===== src/rtl/hbs_pkg.sv =====
package hbs_pkg;
    typedef enum logic [1:0] {
        ST_IDLE = 2'd0,
        ST_ACC  = 2'd1,
        ST_DONE = 2'd2,
        ST_GAP  = 2'd3
    } hbs_state_e;
endpackage


===== src/rtl/hbs_regfile.sv =====
module hbs_regfile #(
    parameter int DW    = 32,
    parameter int WORDS = 16,
    localparam int IW   = $clog2(WORDS)
) (
    input  logic          clk,
    input  logic          rst_n,
    input  logic          we,
    input  logic [IW-1:0] widx,
    input  logic [DW-1:0] wdata,
    input  logic [IW-1:0] ridx,
    output logic [DW-1:0] rdata
);
    logic [DW-1:0] mem_q [WORDS];

    for (genvar i = 0; i < WORDS; i++) begin : g_word
        always_ff @(posedge clk or negedge rst_n) begin
            if (!rst_n) begin
                mem_q[i] <= '0;
            end else if (we && (widx == IW'(i))) begin
                mem_q[i] <= wdata;
            end
        end
    end

    assign rdata = mem_q[ridx];
endmodule


===== src/rtl/hbs_ctrl.sv =====
module hbs_ctrl
    import hbs_pkg::*;
#(
    parameter int AW    = 32,
    parameter int DW    = 32,
    parameter int WORDS = 16,
    parameter int LAT   = 2,
    localparam int IW   = $clog2(WORDS),
    localparam int CW   = $clog2(LAT + 1)
) (
    input  logic          clk,
    input  logic          rst_n,
    input  logic          cs_n,
    input  logic          as_n,
    input  logic          rd_n,
    input  logic          wr_n,
    input  logic [DW-1:0] bus_in,
    input  logic [DW-1:0] rf_rdata,
    output logic          rf_we,
    output logic [IW-1:0] rf_idx,
    output logic [DW-1:0] rf_wdata,
    output logic [DW-1:0] bus_out,
    output logic          bus_oe,
    output logic          rdy_n
);
    typedef struct packed {
        hbs_state_e    state;
        logic [CW-1:0] cnt;
        logic [AW-1:0] addr;
        logic [DW-1:0] wdata;
        logic          rdy_n;
        logic          oe;
        logic [DW-1:0] dout;
    } ctrl_t;

    ctrl_t q, d;

    logic start, finish, in_range;

    always_comb begin
        start    = !cs_n && !as_n;
        finish   = cs_n || (rd_n && wr_n);
        in_range = (q.addr < AW'(WORDS));
        d        = q;
        rf_we    = 1'b0;
        unique case (q.state)
            ST_IDLE: begin
                if (start) begin
                    d.state = ST_ACC;
                    d.cnt   = '0;
                    d.addr  = AW'(bus_in);
                end
            end
            ST_ACC: begin
                if (finish) begin
                    d.state = ST_GAP;
                end else begin
                    if (q.cnt == '0) begin
                        d.wdata = bus_in;
                    end
                    if (q.cnt == CW'(LAT - 1)) begin
                        d.state = ST_DONE;
                        d.rdy_n = 1'b0;
                        if (!wr_n) begin
                            rf_we = in_range;
                        end else begin
                            d.oe   = 1'b1;
                            d.dout = in_range ? rf_rdata : '0;
                        end
                    end else begin
                        d.cnt = q.cnt + CW'(1);
                    end
                end
            end
            ST_DONE: begin
                if (finish) begin
                    d.state = ST_IDLE;
                    d.rdy_n = 1'b1;
                    d.oe    = 1'b0;
                    d.dout  = '0;
                end
            end
            ST_GAP: begin
                d.state = ST_IDLE;
            end
            default: d.state = ST_IDLE;
        endcase
    end

    always_ff @(posedge clk or negedge rst_n) begin
        if (!rst_n) begin
            q.state <= ST_IDLE;
            q.cnt   <= '0;
            q.addr  <= '0;
            q.wdata <= '0;
            q.rdy_n <= 1'b1;
            q.oe    <= 1'b0;
            q.dout  <= '0;
        end else begin
            q <= d;
        end
    end

    assign rf_idx   = q.addr[IW-1:0];
    assign rf_wdata = q.wdata;
    assign bus_out  = q.dout;
    assign bus_oe   = q.oe;
    assign rdy_n    = q.rdy_n;
endmodule


===== src/rtl/hostbus_slave.sv =====
module hostbus_slave #(
    parameter int AW    = 32,
    parameter int DW    = 32,
    parameter int WORDS = 16,
    parameter int LAT   = 2,
    localparam int IW   = $clog2(WORDS)
) (
    input  logic          clk,
    input  logic          rst_n,
    input  logic          cs_n,
    input  logic          as_n,
    input  logic          rd_n,
    input  logic          wr_n,
    input  logic [DW-1:0] bus_in,
    output logic [DW-1:0] bus_out,
    output logic          bus_oe,
    output logic          rdy_n
);
    logic          wr_en;
    logic [IW-1:0] rf_idx;
    logic [DW-1:0] rf_wdata;
    logic [DW-1:0] rf_rdata;

    hbs_ctrl #(
        .AW(AW), .DW(DW), .WORDS(WORDS), .LAT(LAT)
    ) u_ctrl (
        .clk      (clk),
        .rst_n    (rst_n),
        .cs_n     (cs_n),
        .as_n     (as_n),
        .rd_n     (rd_n),
        .wr_n     (wr_n),
        .bus_in   (bus_in),
        .rf_rdata (rf_rdata),
        .rf_we    (wr_en),
        .rf_idx   (rf_idx),
        .rf_wdata (rf_wdata),
        .bus_out  (bus_out),
        .bus_oe   (bus_oe),
        .rdy_n    (rdy_n)
    );

    hbs_regfile #(
        .DW(DW), .WORDS(WORDS)
    ) u_regs (
        .clk   (clk),
        .rst_n (rst_n),
        .we    (wr_en),
        .widx  (rf_idx),
        .wdata (rf_wdata),
        .ridx  (rf_idx),
        .rdata (rf_rdata)
    );
endmodule


===== config.mk =====
export PLATFORM = sky130hd
export DESIGN_NAME = hostbus_slave
export DESIGN_NICKNAME = d
export VERILOG_FILES = /design/src/rtl/hbs_pkg.sv /design/src/rtl/hbs_regfile.sv /design/src/rtl/hbs_ctrl.sv /design/src/rtl/hostbus_slave.sv
export SDC_FILE = /design/constraint.sdc
export NUM_CORES = 1
export LEC_CHECK = 0
export BUFFER_PORTS_ARGS = -buffer_cell sky130_fd_sc_hd__buf_4
export CAP_MARGIN = 20
export CORE_MARGIN = 2
export CORE_UTILIZATION = 55
export CTS_CLUSTER_SIZE = 10
export DETAILED_ROUTE_END_ITERATION = 6
export PLACE_DENSITY = 0.72
export SYNTH_ARGS = -nofsm -noshare
export SYNTH_HDL_FRONTEND = slang
export SYNTH_SLANG_ARGS = --single-unit
export TNS_END_PERCENT = 100

===== constraint.sdc =====
create_clock -name clk -period 4.9 [get_ports clk]
set_clock_uncertainty 0.15 [all_clocks]
set_input_delay 0.49 -clock clk [delete_from_list [all_inputs] [get_ports clk]]
set_output_delay 0.49 -clock clk [all_outputs]
set_load 0.05 [all_outputs]

==> results by group <==
STA
  • Setup violators final: 0
  • Relative slew margins: 23.5%
  • Fin Setup TNS: 0 ns
  • Peak clock frequency supported by timing: 257 MHz
  • Min cycle time layout: 3.89 ns
  • Worst-Margin Slew: 1.14 ns
  • Number of hold violations in the final report: 0
  • Setup ws final: 1.01 ns
  • Max Slew Vio Count: 0
  • Part of the cycle the worst path needs: 79.4%
  • RSZ-0062 raised after global routing: false

Synthesis
  • Register bit total from synthesis: 614
  • Register area share after synthesis: 56.2%
  • Async SR Flop Fraction: 100%
  • Post-synth net total: 1777
  • Synth Warn #: 0
  • Post-synthesis instance total: 1737
  • Synth unique cells: 37
  • Syn_area_per_cell: 15.7 µm²
  • Synth Flop Type: dfrtp_1
  • Post-Syn Area: 0.0273 mm²
  • Number of flops mapped to enable cells by yosys: 0

Routing
  • Routed wire per std cell: 25.2 µm
  • Final routed DRC violation total: 0
  • 1st-iter DRT viols: 943
  • Vias: 15200
  • Post-Route WL: 62300 µm
  • ANT nets after route: 0
  • Drt via density: 6.13
  • Detailed Routing Iterations Pass 1: 5

Finish
  • Post-route cell area: 0.0307 mm²
  • Most frequent cells in the layout: 611 x dfrtp_1, 519 x mux2_2, 128 x mux4_2
  • Ratio of cells with drive above 1 in the final layout: 48.9%
  • FILL cells: 3540
  • Fin nets: 1837
  • Final cell count without fillers: 2473
  • N_diodes: 0
  • Area growth syn-to-layout: 12.2%
  • Most common cell after layout, fill and taps aside: dfrtp_1

Worst setup path
  • Top delay family on crit path: simple AND/OR/NAND/NOR gates
  • CP arrival: 4.21 ns
  • Slowest library cell on the worst path: nor4_1
  • Crit path kind: reg2reg
  • Critical Path Most Common Cell: buf_4
  • Critical Path Sink Type: flip-flop
  • Critical path launch point type: flip-flop
  • Crit-path max FO: 17
  • Max incr delay on CP: 0.97 ns
  • CP Data Required Time: 5.22 ns
  • Buf/Inv on CP: 2
  • Worst path cell trace: nor4_1, nand4_2, buf_4, nor4_4, buf_4, mux2_2

Floorplan
  • Die Wd: 227 µm
  • Core Box Area: 0.0490 mm²
  • I/O pin cnt: 72
  • Die Span Y: 227 µm
  • Die area: 0.0515 mm²
  • # rows: 81
  • Initial core utilization: 55.8%

Worst hold path
  • Hold Path Class: in2reg

Clocking
  • Root Buffer: clkbuf_16
  • Cts repair resizes: 0
  • CTS tree: done
  • Setup bufs post-CTS: 0
  • Htree depth: 3
  • CTS buffer count: 72
  • Clock Tree Buf Depth: 3
  • Clk Latency, worst-skew pair: 0.60 ns
  • Clock Sinks: 614
  • CTS clk-pin slew, worst paths: 0.06 ns

Pwr
  • Lkg Pwr: 0.0148 µW
  • Clock power share: 36.2%
  • Internal power: 9010 µW
  • Switching portion of total power: 30.9%
  • Gate power share: 16.2%
  • Pwr Total: 13000 µW
  • Worst VDD drop: 393 µV
  • Sw power: 4030 µW
  • Reg power frac: 47.6%
  • Power Dens Cells: 425 mW/mm²

Status
  • Outcome: finished clean

Global route
  • Gr usage total: 25.5%
  • Initial antenna violation count: 0
  • Pin count of the biggest net entering global routing: 124
  • Number of global-route vias before repair: 16400
  • Total grt overflow: 0
  • First-pass GRT wire length: 97900 µm

Placed design
  • Post-DP Area: 0.0283 mm²
  • Hpwl dp: 36500 µm
  • GPL Wtd Cong: 0.749
  • Pre-CTS setup slack: 1.10 ns
  • Placed Cells: 2354
  • Number of port buffers: 71

Job
  • Max Cap Viol: 0
-- worst register-to-register path, cell delays in order, from the launching register on --
cell and delay (ns):
dfrtp_1 0.38, nor4_1 0.97, nand4_2 0.34, buf_4 0.38
nor4_4 0.73, buf_4 0.43, mux2_2 0.38
-- routing by layer --
layer / vias up / share of wire (%) / track usage [%]
met5: - / 0 / 0
met4: 0 / 1.8 / 6.43
met2: 313 / 50 / 42.8
met3: 89 / 3.8 / 4.06
li1: 6489 / - / -
met1: 8272 / 44 / 35.1
-- what timing repair did --
| action | in CTS | in global routing |
|---|---|---|
| endpoints found under the setup margin | 0 | 0 |
| endpoints found under the hold margin | 175 | 0 |
| hold buffers | 33 | 0 |
-- power by group through the flow --
stage | sequential [µW] | clock (µW) | combinational [µW]
CTS | 6200 | 4820 | 2150
floorplan | 5700 | 0 | 1750
global placement | 6240 | 0 | 2100
finish | 6210 | 4720 | 2110
detailed placement | 6280 | 0 | 2120
global route | 6300 | 5020 | 2260
-- worst paths after layout --
check                             startpoint                end  slack, ns  cells past startpoint
setup / recovery                u_ctrl.q[86]  u_regs.mem_q[367]       1.01                      6
hold / removal                          as_n      u_ctrl.q[100]       0.09                      4
setup reg to reg                u_ctrl.q[86]  u_regs.mem_q[367]       1.01                      6
hold reg to reg            u_regs.mem_q[271]  u_regs.mem_q[271]       0.33                      1
max in group asynchronous              rst_n  u_regs.mem_q[112]       2.92                      3
min in group asynchronous              rst_n  u_ctrl.bus_out[6]       0.45                      2
-- cells in the mapped netlist (all sizes together) (2+ instances only) --
library cell,n,area share (%)
inv,5,0.069
nand3,6,0.11
nand2,44,0.60
a22o,64,2.1
clkbuf,41,0.56
o21ai,32,0.59
ha,2,0.092
nor2,44,0.60
nor4,24,1.2
dfrtp,613,56
mux4,128,11
a21oi,4,0.073
buf,133,2.9
nor2b,4,0.092
nand2b,2,0.046
mux2,577,24
o2bb2ai,2,0.064
-- per-stage QoR --
stage	hold slack (ns)	util, %
after detailed placement	0.322	57.9
after CTS	0.0643	62.6
final	0.0886	62.6
after global placement	0.312	57.9
after floorplan	0.0444	-
after global routing	0.0860	62.6
-- flip-flops by register name, summed over array words and instances, names as in the netlist --
register         count
u_regs.mem_q       512
u_ctrl.rdy_n         1
u_ctrl.rf_wdata     32
u_ctrl.q            32
u_ctrl.rf_idx        4
u_ctrl.bus_out      32
u_ctrl.bus_oe        1
-- kinds of logic (layout without fill, tap and decap cells) --
family          count (synthesis)  count (layout)  share of synthesized area (%)
simple gates                  130             130                           2.88
mux                           705             705                           34.3
fa+ha+maj                       2               2                         0.0916
compound gates                107             107                           2.91
buf+inv                       179             251                           3.54
flops                         614             614                           56.2
-- layout make-up --
type | count | area, µm² | share of cell area [%]
inverters | 5 | 18.8 | 0.0612
flip-flops and latches | 614 | 15400 | 50.1
clock inverters | 5 | 36.3 | 0.118
multi-input cells | 944 | 11100 | 36.1
well taps | 664 | 831 | 2.71
repair buffers | 160 | 1370 | 4.46
clock buffers | 81 | 1950 | 6.37
(Power assumes the default switching activity.)
